<file path="src/rtl/evt_timer_pkg.sv">
package evt_timer_pkg;

    typedef enum logic [2:0] {
        OP_NOP      = 3'd0,
        OP_GO_TIMER = 3'd1,
        OP_GO_EVENT = 3'd2,
        OP_HALT     = 3'd3,
        OP_LOAD     = 3'd4,
        OP_IRQ_ON   = 3'd5,
        OP_IRQ_OFF  = 3'd6,
        OP_TEST     = 3'd7
    } tmr_op_e;

    typedef enum logic [1:0] {
        SRC_NONE  = 2'd0,
        SRC_CLOCK = 2'd1,
        SRC_PIN   = 2'd2
    } tmr_src_e;

    typedef struct packed {
        logic tf;
        logic ie;
        logic pend;
    } tmr_flags_t;

    // Commands that change the count source drop any step in their cycle
    function automatic logic blocks_step(tmr_op_e code);
        return (code == OP_GO_TIMER) || (code == OP_GO_EVENT) || (code == OP_HALT);
    endfunction

endpackage

</file>
<file path="src/rtl/evt_prescale.sv">
module evt_prescale #(
    parameter int DIV = 32
) (
    input  logic clk,
    input  logic rst,
    input  logic run,
    input  logic clr,
    output logic tick
);
    localparam int PW = $clog2(DIV);
    localparam logic [PW-1:0] LAST = PW'(DIV - 1);

    logic [PW-1:0] phase_q;

    always_ff @(posedge clk) begin
        if (rst || clr) begin
            phase_q <= '0;
        end else if (run) begin
            phase_q <= (phase_q == LAST) ? '0 : phase_q + 1'b1;
        end
    end

    assign tick = run && !clr && (phase_q == LAST);
endmodule

</file>
<file path="src/rtl/evt_fall_det.sv">
module evt_fall_det (
    input  logic clk,
    input  logic rst,
    input  logic pin,
    output logic fall
);
    logic last_q;

    always_ff @(posedge clk) begin
        if (rst) last_q <= 1'b0;
        else     last_q <= pin;
    end

    assign fall = last_q && !pin;
endmodule

</file>
<file path="src/rtl/evt_count.sv">
module evt_count #(
    parameter int W = 8
) (
    input  logic         clk,
    input  logic         rst,
    input  logic         step,
    input  logic         load,
    input  logic [W-1:0] load_val,
    output logic [W-1:0] value,
    output logic         wrap
);
    localparam logic [W-1:0] TOP = '1;

    logic [W-1:0] value_q;

    always_ff @(posedge clk) begin
        if (rst)       value_q <= '0;
        else if (load) value_q <= load_val;
        else if (step) value_q <= value_q + 1'b1;
    end

    assign value = value_q;
    assign wrap  = step && !load && (value_q == TOP);
endmodule

</file>
<file path="src/rtl/evt_timer.sv">
module evt_timer
    import evt_timer_pkg::*;
#(
    parameter int CNT_W   = 8,
    parameter int PRE_DIV = 32
) (
    input  logic             clk,
    input  logic             rst,
    input  logic [2:0]       op,
    input  logic [CNT_W-1:0] load_val,
    input  logic             t1_pin,
    input  logic             irq_ack,
    output logic [CNT_W-1:0] count,
    output logic             tst_flag,
    output logic             irq
);
    tmr_op_e    op_e;
    tmr_src_e   src_q;
    tmr_flags_t flags_q, flags_d;
    logic       pre_tick, pin_fall, step, wrap_w;
    logic       tf_w, ie_w;

    assign op_e = tmr_op_e'(op);

    evt_prescale #(.DIV(PRE_DIV)) u_pre (
        .clk  (clk),
        .rst  (rst),
        .run  (src_q == SRC_CLOCK),
        .clr  (op_e == OP_GO_TIMER),
        .tick (pre_tick)
    );

    evt_fall_det u_edge (
        .clk  (clk),
        .rst  (rst),
        .pin  (t1_pin),
        .fall (pin_fall)
    );

    always_comb begin
        step = 1'b0;
        if (!blocks_step(op_e)) begin
            case (src_q)
                SRC_CLOCK: step = pre_tick;
                SRC_PIN:   step = pin_fall;
                default:   step = 1'b0;
            endcase
        end
    end

    evt_count #(.W(CNT_W)) u_cnt (
        .clk      (clk),
        .rst      (rst),
        .step     (step),
        .load     (op_e == OP_LOAD),
        .load_val (load_val),
        .value    (count),
        .wrap     (wrap_w)
    );

    always_ff @(posedge clk) begin
        if (rst) begin
            src_q <= SRC_NONE;
        end else begin
            case (op_e)
                OP_GO_TIMER: src_q <= SRC_CLOCK;
                OP_GO_EVENT: src_q <= SRC_PIN;
                OP_HALT:     src_q <= SRC_NONE;
                default:     src_q <= src_q;
            endcase
        end
    end

    always_comb begin
        flags_d = flags_q;
        if (op_e == OP_TEST) flags_d.tf = 1'b0;
        if (wrap_w)          flags_d.tf = 1'b1;
        if (op_e == OP_IRQ_ON)       flags_d.ie = 1'b1;
        else if (op_e == OP_IRQ_OFF) flags_d.ie = 1'b0;
        if (wrap_w && flags_q.ie) flags_d.pend = 1'b1;
        else if (irq_ack)         flags_d.pend = 1'b0;
    end

    always_ff @(posedge clk) begin
        if (rst) flags_q <= '0;
        else     flags_q <= flags_d;
    end

    assign tf_w     = flags_q.tf;
    assign ie_w     = flags_q.ie;
    assign tst_flag = (op_e == OP_TEST) && flags_q.tf;
    assign irq      = flags_q.pend;
endmodule

</file>
<file path="config.mk">
export PLATFORM = sky130hd
export DESIGN_NAME = evt_timer
export DESIGN_NICKNAME = d
export VERILOG_FILES = /design/src/rtl/evt_timer_pkg.sv /design/src/rtl/evt_prescale.sv /design/src/rtl/evt_fall_det.sv /design/src/rtl/evt_count.sv /design/src/rtl/evt_timer.sv
export SDC_FILE = /design/constraint.sdc
export NUM_CORES = 1
export LEC_CHECK = 0
export BUFFER_PORTS_ARGS = -buffer_cell sky130_fd_sc_hd__buf_2
export CAP_MARGIN = 30
export CORE_MARGIN = 4
export CORE_UTILIZATION = 40
export DETAILED_ROUTE_END_ITERATION = 6
export PLACE_DENSITY = 0.62
export SYNTH_ARGS = -nofsm -noshare
export SYNTH_HDL_FRONTEND = slang
export SYNTH_HIERARCHICAL = 1
export SYNTH_SLANG_ARGS = --single-unit
</file>
<file path="constraint.sdc">
create_clock -name clk -period 2.05 [get_ports clk]
set_input_delay 0 -clock clk [delete_from_list [all_inputs] [get_ports clk]]
set_output_delay 0 -clock clk [all_outputs]
set_load 0.01 [all_outputs]
</file>
==> qor.yml, run 1 <==
status: "finished with violations"
violations: "negative setup slack"
syn_inst: 117
die_x_um: 58.0
clock_skew_ps: 0.965
ir_drop_mv: 0.321
leakage_uw: 0.000631
synth_ff_type: "dfxtp_1"
insertion_delay_ps: 290
clock-sinks: 19
yosysWarningCount: 6
via_per_inst: 4.88
core_um2: 2300
fill_cells: 206
grt.met1_usage_pct: 17.1
synth_edf_count: 0
port_buffers: 24
synth_top_area_share_pct: 38.1
gp_congestion: 0.761
drc: 0
top_usage_layer: "met2"
endpoint: "u_cnt/value[6]"
antenna_found_initial: 0
die_h_um: 58.0
grt_pass1_vias: 855
gr-usage-met2_pct: 24.2
yosys.area.top_type: "dfxtp_1"
htree_levels: 1
switchingPower_uw: 179
synth_area_leaders: "dfxtp_1, ha_1, nor2_1"
synth_seq_cells: 19
cp-startpoint: "u_pre/phase_q[0]"
synth_seq_area_share_pct: 38.1
synth_area_per_cell_um2: 8.53
power_frac_seq_pct: 57.8
overflow: 0
drt_wl_total_um: 2360
r2r-end: "u_cnt/value[6]"
hp-class: "in -> reg"
rsz0062_at_grt: "true"
worst_slew_pin_slew_ps: 361
grt_use_met3_pct: 3.34
start_util_pct: 43.5
fin_crit_ps: 2150
cp_common_cell: "ha_4"
crit_family: "simple AND/OR/NAND/NOR gates"
cts_buffers: 3
cp.buffers_inverters: 1
dpl.hpwl_um: 1550
max_freq_mhz: 464
drt-initial-drc-count: 15
pwr-share-comb_pct: 14.2
intPower_uw: 510
grt_pass1_wl_um: 3770
drt_pass1_iterations: 4
r2r_start: "u_pre/phase_q[0]"
yosys-top-cells-count: "dfxtp_1, nor2_1, nand2_1, a21oi_1, xor2_1"
postRouteAntennaNets: 0
vias: 936
io_pins: 25
finalCritPeriodShare_pct: 105
drive_gt1_share_pct: 34.1
r2r_cells: 11
cp.depth: 11
maxSlewHeadroom_pct: 75.9
clk_path_buf_depth: 2
syn_area_um2: 998
cap_violations: 0
synth.distinct_cells: 34
setup_violations: 6
critPathSlowestCell: "dfxtp_2"
synth_fp_nets: 137
synthArstFlopShare_pct: 0
slowest_delay_ps: 370
holdWs_ps: 42.5
cts_root_buf: "clkbuf_4"
swShare_pct: 26.0
report.final.slew_viol_count: 0
clkPwrFrac_pct: 28.1
area_delta_synth_final_pct: 42.6
crit_chain: "ha_4 > and3_4 > ha_4 > nand2_2 > nor2_1 > a22oi_1 > nor3_1 > buf_4 > nand4_4 > or3_1 > a311oi_1"
cts_tree: "done"
r2r_slack_ps: -100
clkTransAtPathRegs_ps: 110
nets: 185
cp_max_fo: 3
fp.dieArea_um2: 3360
crit_type: "reg -> reg"
start_kind: "flop"
rows: 17
grtUsageTotal_pct: 14.4
crit_required_ps: 2270
crit_arrival_ps: 2370
finalWorstSetupSlack_ps: -103
pwr_density_cell_nw_per_um2: 484
antenna_cells: 0
wl_per_cell_um: 12.3
finalHoldViolations: 0
end_kind: "flop"
grt_max_degree: 19
synth_most_common_cell: "dfxtp_1"
tns_ps: -278
-- kinds of logic after synthesis --
kind of cell,synth area share (%)
adder cells (fa/ha/maj),6.27
AND/OR/NAND/NOR,30.8
buffers and inverters,4.51
flip-flops,38.1
AO/OA/AOI/OAI,11.0
multiplexers,3.13
XOR/XNOR,6.14
-- metal layers --
| metal | vias up | share of wire (%) |
|---|---|---|
| met2 | 18 | 49 |
| li1 | 497 | - |
| met4 | 0 | 1.2 |
| met5 | - | 0 |
| met1 | 419 | 46 |
| met3 | 2 | 3.8 |
-- worst min-delay path: stages --
cell     delay [ps]
buf_2           130
nand2_1          60
nand2_1          60
a21oi_1          60
-- placed cells by master, fill, tap and decap left out, types with 3 or more instances in the layout --
cell type      Yosys  layout
a21oi_1            6       6
nor2b_1            3       3
nand2_1           15      14
dfxtp_1           19      17
dlygate4sd3_1      0      10
xor2_1             6       6
or3_1              3       3
ha_1               5       3
buf_4              0      11
a211oi_1           3       3
inv_1              3       3
clkbuf_4           0       3
buf_2              0      24
nor3_1             5       4
nor2_1            16      16
nand3_1            3       3
-- cell type report --
cell class,instances,area [um2],share of cell area (%)
Clock buffer,4,26.3,1.85
Timing Repair Buffer,47,325,22.8
Sequential cell,19,383,26.9
Multi-Input combinational cell,90,639,44.9
Inverter,4,15.0,1.05
Tap cell,28,35.0,2.46
-- worst min-delay path by stage --
stage | startpoint | cells past startpoint | to | slack [ps]
after floorplan | rst | 1 | u_edge/last_q | 70
after global placement | t1_pin | 2 | u_edge/last_q | 230
after detailed placement | t1_pin | 2 | u_edge/last_q | 230
after CTS | op[1] | 4 | ie_w | 30
after global routing | load_val[7] | 3 | u_cnt/value[7] | 20
final | op[1] | 4 | ie_w | 40
-- sequential cells by signal, summed over array words and instances (netlist names) --
signal,flops
u_cnt/value,8
u_pre/phase_q,5
src_q,2
ie_w,1
irq,1
tf_w,1
u_edge/last_q,1
-- power groups by stage --
stage               Sequential (uW)  Combinational (uW)  Clock, uW
floorplan                       407                43.9          0
global placement                405                79.9          0
CTS                             397                96.7        200
global route                    400                 109        215
finish                          398                97.5        193
detailed placement              406                81.4          0
-- through the flow --
stage               setup WS [ps]  util [%]  std cells  power, uW  area, um2
floorplan                   -37.6         -        117        451       1020
finish                       -103      62.0        192        689       1420
CTS                         -91.0      59.7        189        694       1370
detailed placement           -101      52.5        173        487       1210
global placement            -42.3      52.5        173        485       1210
global route                 -253      62.0        192        724       1420
-- what timing repair did --
action	CTS	global route
pin swaps	6	1
endpoints found under the setup margin	8	10
hold endpoints to repair	10	0
gates resized for setup	5	5
buffers inserted	2	3
hold buffers	10	0
(Power assumes the default switching activity.)
==> run 2: changes to the inputs <==
--- a/config.mk
+++ b/config.mk
@@ -7,7 +7,7 @@
 export LEC_CHECK = 0
 export BUFFER_PORTS_ARGS = -buffer_cell sky130_fd_sc_hd__buf_2
 export CAP_MARGIN = 30
-export CORE_MARGIN = 4
+export CORE_MARGIN = 8
 export CORE_UTILIZATION = 40
 export DETAILED_ROUTE_END_ITERATION = 6
 export PLACE_DENSITY = 0.62
==> run 2 against run 1 <==
Compared with the run above: the run still ends with negative setup slack left; global-route usage decreased by 2.2 points; highest routed layer unchanged; register-to-register slack about the same; largest cell class unchanged; wire length increased by 15%; critical path depth unchanged; worst setup slack got worse by 6.2 ps; die area increased by 30%; sequential cell count unchanged; cell area increased by 5.6%; power increased by 0.60%; worst hold slack got worse by 26 ps; core utilization decreased by 0.15 points; combinational power increased by 7%.
==> qor.yml, run 2 (synthesis results as in run 1) <==
pwr_density_cell_nw_per_um2: 461  # -4.8%
cp_max_fo: 3  # unchanged
critPathSlowestCell: "dfxtp_2"
cap_violations: 0  # unchanged
drc: 0  # unchanged
io_pins: 25  # unchanged
cts_buffers: 3  # unchanged
gp_congestion: 0.740  # -2.8%
grtUsageTotal_pct: 12.2  # -2.2 points
antenna_found_initial: 0  # unchanged
finalCritPeriodShare_pct: 105  # +0.30 points
crit_type: "reg -> reg"
start_util_pct: 41.0  # -2.4 points
drive_gt1_share_pct: 41.4  # +7.3 points
antenna_cells: 0  # unchanged
r2r-end: "u_cnt/value[6]"
leakage_uw: 0.000658  # +4.3%
maxSlewHeadroom_pct: 73.4  # -2.5 points
fill_cells: 195  # -5.3%
insertion_delay_ps: 290  # about the same
slowest_delay_ps: 370  # about the same
drt_pass1_iterations: 4  # unchanged
status: "finished with violations"
r2r_start: "u_pre/phase_q[0]"
port_buffers: 24  # unchanged
finalHoldViolations: 0  # unchanged
cp-startpoint: "u_pre/phase_q[0]"
tns_ps: -263  # +14.8 ps
ir_drop_mv: 0.342  # +6.6%
final_common_cell: "buf_2"
clock_skew_ps: 1.36  # +0.398 ps
max_freq_mhz: 463  # -0.29%
hold_start: "load_val[7]"
rows: 18  # +1
dpl.hpwl_um: 1750  # +13%
die_x_um: 66.0  # +14%
endpoint: "u_cnt/value[6]"
detailedPlace.worstSlack_ps: -57.5  # +43.4 ps
largest_reg_flops: 8  # unchanged
r2r_slack_ps: -110  # about the same
overflow: 0  # unchanged
nets: 190  # +2.7%
hp-class: "in -> reg"
wl_per_cell_um: 13.7  # +11%
fin_crit_ps: 2160  # +6.19 ps
crit_chain: "ha_4 > and3_4 > ha_4 > nand2_2 > nor2_1 > a22oi_1 > nor3_1 > buf_4 > nand4_4 > or3_4 > a311oi_2"
core_um2: 2430  # +5.9%
clkTransAtPathRegs_ps: 110  # about the same
htree_levels: 1  # unchanged
start_kind: "flop"
crit_required_ps: 2270  # about the same
crit_family: "simple AND/OR/NAND/NOR gates"
die_h_um: 66.0  # +14%
cp.buffers_inverters: 1  # unchanged
drt-initial-drc-count: 35  # +20
vias: 1001  # +6.9%
multi_input_area_um2: 678  # +6.1%
area_delta_synth_final_pct: 50.6
fp.dieArea_um2: 4350  # +30%
postRouteAntennaNets: 0  # unchanged
clk_path_buf_depth: 2  # unchanged
crit_arrival_ps: 2380  # about the same
r2r_cells: 11  # unchanged
drt_wl_total_um: 2720  # +15%
worst_slew_pin_slew_ps: 399  # +38.1 ps
cts_tree: "done"
cp_common_cell: "ha_4"
report.final.slew_viol_count: 0  # unchanged
via_per_inst: 5.03  # +3.2%
final_cell_mix: "buf_2, dfxtp_1, buf_4"
finalWorstSetupSlack_ps: -109  # -6.19 ps
clock-sinks: 19  # unchanged
seqCellArea_um2: 383  # unchanged
end_kind: "flop"
grt_pass1_vias: 1050  # +23%
setup_violations: 7  # +1
cts_root_buf: "clkbuf_4"
grt_pass1_wl_um: 4310  # +14%
violations: "negative setup slack"
cp.depth: 11  # unchanged
grt_max_degree: 19  # unchanged
rsz0062_at_grt: "true"
[run 2: tightest hold or removal path, cell delays in order]
cell      delay [ps]
buf_2             80
a21oi_1           50
o221ai_1         150
[run 2: metal layers]
layer	GRT usage, %	part of all wire [%]
met1	13.8	44
met2	20.8	50
met3	2.54	3.7
met4	6.93	2.2
met5	0	0
[run 2: final cells by class]
class,instances,share of cell area [%]
repair buffers,52,24.1
well taps,30,2.50
inverters,4,0.998
clock buffers,3,1.50
clock inverters,1,0.333
flip-flops and latches,19,25.5
multi-input cells,90,45.1
[run 2: repair_timing]
item,4_1_cts,5_1_grt
pin swaps,4,5
hold buffers,10,0
buffers inserted,8,2
resized for setup,4,15
endpoints found under the hold margin,10,0
endpoints found under the setup margin,8,13
[run 2: power by group]
| part | internal [uW] | switching [uW] | total [uW] |
|---|---|---|---|
| combinational | 53.9 | 50.0 | 104 |
| sequential | 382 | 16.7 | 399 |
| clock | 72.5 | 117 | 190 |
| total | 509 | 184 | 693 |
[run 2: worst min path at each step]
stage                                end  slack, ps  cells after the start
after floorplan            u_edge/last_q         70                      1
after global placement     u_edge/last_q        220                      2
after detailed placement   u_edge/last_q        230                      2
after CTS                 u_cnt/value[7]         10                      3
after global routing      u_cnt/value[7]         20                      3
final                     u_cnt/value[7]         20                      3
[run 2: stage by stage]
stage	hold WS, ps	power, uW	area, um2	std cells	util, %
floorplan	65.8	451	1020	117	-
detailed placement	232	488	1210	175	49.7
global placement	224	486	1210	175	49.7
finish	16.4	693	1500	199	61.8
CTS	12.2	695	1420	197	58.2
global route	22.6	729	1500	199	61.8
==> run 3: changes to the inputs <==
--- a/config.mk
+++ b/config.mk
@@ -10,6 +10,7 @@
 export CORE_MARGIN = 8
 export CORE_UTILIZATION = 40
 export DETAILED_ROUTE_END_ITERATION = 6
+export MAX_ROUTING_LAYER = met4
 export PLACE_DENSITY = 0.62
 export SYNTH_ARGS = -nofsm -noshare
 export SYNTH_HDL_FRONTEND = slang
==> run 3 against run 2 <==
Compared with the run above: the run still ends with negative setup slack left; clock skew about the same; wire length decreased by 1.2%; worst setup slack improved by 4.2 ps; critical endpoint unchanged; via count decreased by 0.40%; sequential share of layout area unchanged.
==> qor.yml, run 3 (synthesis results as in run 1) <==
largest_reg_flops: 8  # unchanged
fp.dieArea_um2: 4350  # unchanged
leakage_uw: 0.000658  # unchanged
grt_use_met3_pct: 2.37  # -0.17 points
ir_drop_mv: 0.342  # about the same
worst_slew_pin_slew_ps: 382  # -16.7 ps
power_frac_seq_pct: 57.6  # about the same
crit_required_ps: 2270  # about the same
insertion_delay_ps: 290  # about the same
finalWorstSetupSlack_ps: -105  # +4.19 ps
port_buffers: 24  # unchanged
rows: 18  # unchanged
io_pins: 25  # unchanged
drt_pass1_iterations: 4  # unchanged
max_freq_mhz: 464  # +0.19%
drive_gt1_share_pct: 41.4  # unchanged
start_util_pct: 41.0  # unchanged
cts_buffers: 3  # unchanged
core_um2: 2430  # unchanged
fill_cells: 195  # unchanged
hp-class: "in -> reg"
wl_per_cell_um: 13.5  # -1.2%
crit_type: "reg -> reg"
intPower_uw: 509  # about the same
grt_pass1_wl_um: 4310  # unchanged
nets: 190  # unchanged
gp_congestion: 0.749  # +1.2%
final_common_cell: "buf_2"
drt-initial-drc-count: 34  # -2.9%
holdWs_ps: 16.7  # +0.228 ps
swShare_pct: 26.5  # -0.031 points
report.final.slew_viol_count: 0  # unchanged
die_h_um: 66.0  # unchanged
cp_max_fo: 3  # unchanged
violations: "negative setup slack"
clk_path_buf_depth: 2  # unchanged
grt.met1_usage_pct: 13.9  # +0.098 points
maxSlewHeadroom_pct: 74.5  # +1.1 points
overflow: 0  # unchanged
cts_root_buf: "clkbuf_4"
clkTransAtPathRegs_ps: 110  # about the same
cap_violations: 0  # unchanged
gr-usage-met2_pct: 20.8  # unchanged
end_kind: "flop"
fin_crit_ps: 2160  # -4.19 ps
final_cell_mix: "buf_2, dfxtp_1, buf_4"
htree_levels: 1  # unchanged
area_delta_synth_final_pct: 50.6  # unchanged
status: "finished with violations"
clkPwrFrac_pct: 27.4  # about the same
postRouteAntennaNets: 0  # unchanged
switchingPower_uw: 184  # -0.16%
grt_max_degree: 19  # unchanged
rsz0062_at_grt: "true"
post-route-util_pct: 61.8  # unchanged
drc: 0  # unchanged
dpl.hpwl_um: 1750  # unchanged
grtUsageTotal_pct: 12.6  # +0.35 points
vias: 997  # -0.40%
setup_violations: 7  # unchanged
grt_pass1_vias: 1050  # unchanged
finalHoldViolations: 0  # unchanged
multi_input_area_um2: 678  # unchanged
finalCritPeriodShare_pct: 105  # -0.20 points
via_per_inst: 5.01  # -0.40%
pwr_density_cell_nw_per_um2: 460  # about the same
pwr-share-comb_pct: 14.9  # about the same
crit_arrival_ps: 2370  # about the same
drt_wl_total_um: 2690  # -1.2%
clock-sinks: 19  # unchanged
top_usage_layer: "met2"
clock_skew_ps: 1.12  # -0.239 ps
antenna_found_initial: 0  # unchanged
cts_tree: "done"
start_kind: "flop"
seqCellArea_um2: 383  # unchanged
die_x_um: 66.0  # unchanged
antenna_cells: 0  # unchanged
-- run 3: cell counts in the layout (fill, tap and decap cells not counted) --
No cell type changed its count.
-- run 3: final timing paths --
path	slack, ps	endpoint	cells past startpoint	from
setup reg to reg	-110	u_cnt/value[6]	11	u_pre/phase_q[0]
hold reg to reg	480	irq	2	ie_w
setup / recovery	-110	u_cnt/value[6]	11	u_pre/phase_q[0]
hold / removal	20	u_cnt/value[7]	3	load_val[7]
-- run 3: critical path, cell delays in order, from the launching register on --
cell      delay, ps
dfxtp_2         370
ha_4            130
and3_4          180
ha_4            120
nand2_2          50
nor2_1           90
a22oi_1          70
nor3_1          190
buf_4           180
nand4_4         120
or3_4           350
a311oi_2        230
-- run 3: final cells by class --
| class | count | share of cell area, % |
|---|---|---|
| clock buffer | 3 | 1.50 |
| inverter | 4 | 0.998 |
| timing repair buffer | 52 | 24.1 |
| multi-input combinational | 90 | 45.1 |
| sequential | 19 | 25.5 |
| tap | 30 | 2.50 |
| clock inverter | 1 | 0.333 |
-- run 3: stage by stage --
step	power (uW)	setup TNS, ps	area, um2	instances	setup slack [ps]
floorplan	451	-70.5	1020	117	-37.6
global placement	486	-70.1	1210	175	-33.5
detailed placement	488	-183	1210	175	-57.5
CTS	695	-199	1420	197	-69.0
global route	730	-1330	1500	199	-222
finish	693	-251	1500	199	-105
-- run 3: power groups by stage --
stage               registers, uW  logic (uW)  clock network, uW
CTS                           398        96.9                200
floorplan                     407        43.9                  0
detailed placement            406        82.0                  0
global route                  402         116                212
global placement              406        80.6                  0
finish                        399         103                190
-- run 3: layer usage --
layer	part of all wire, %	routed length, um	vias to the layer above
li1	-	-	510
met1	43	1170	461
met2	51	1370	20
met3	3.5	94	6
met4	2.2	59	0
met5	0	0	-
-- run 3: what timing repair did --
item	CTS	global route
gates resized for setup	4	15
pin swaps	4	5
hold buffers	10	0
setup buffers	8	2
hold endpoints to repair	10	0
endpoints found under the setup margin	8	13
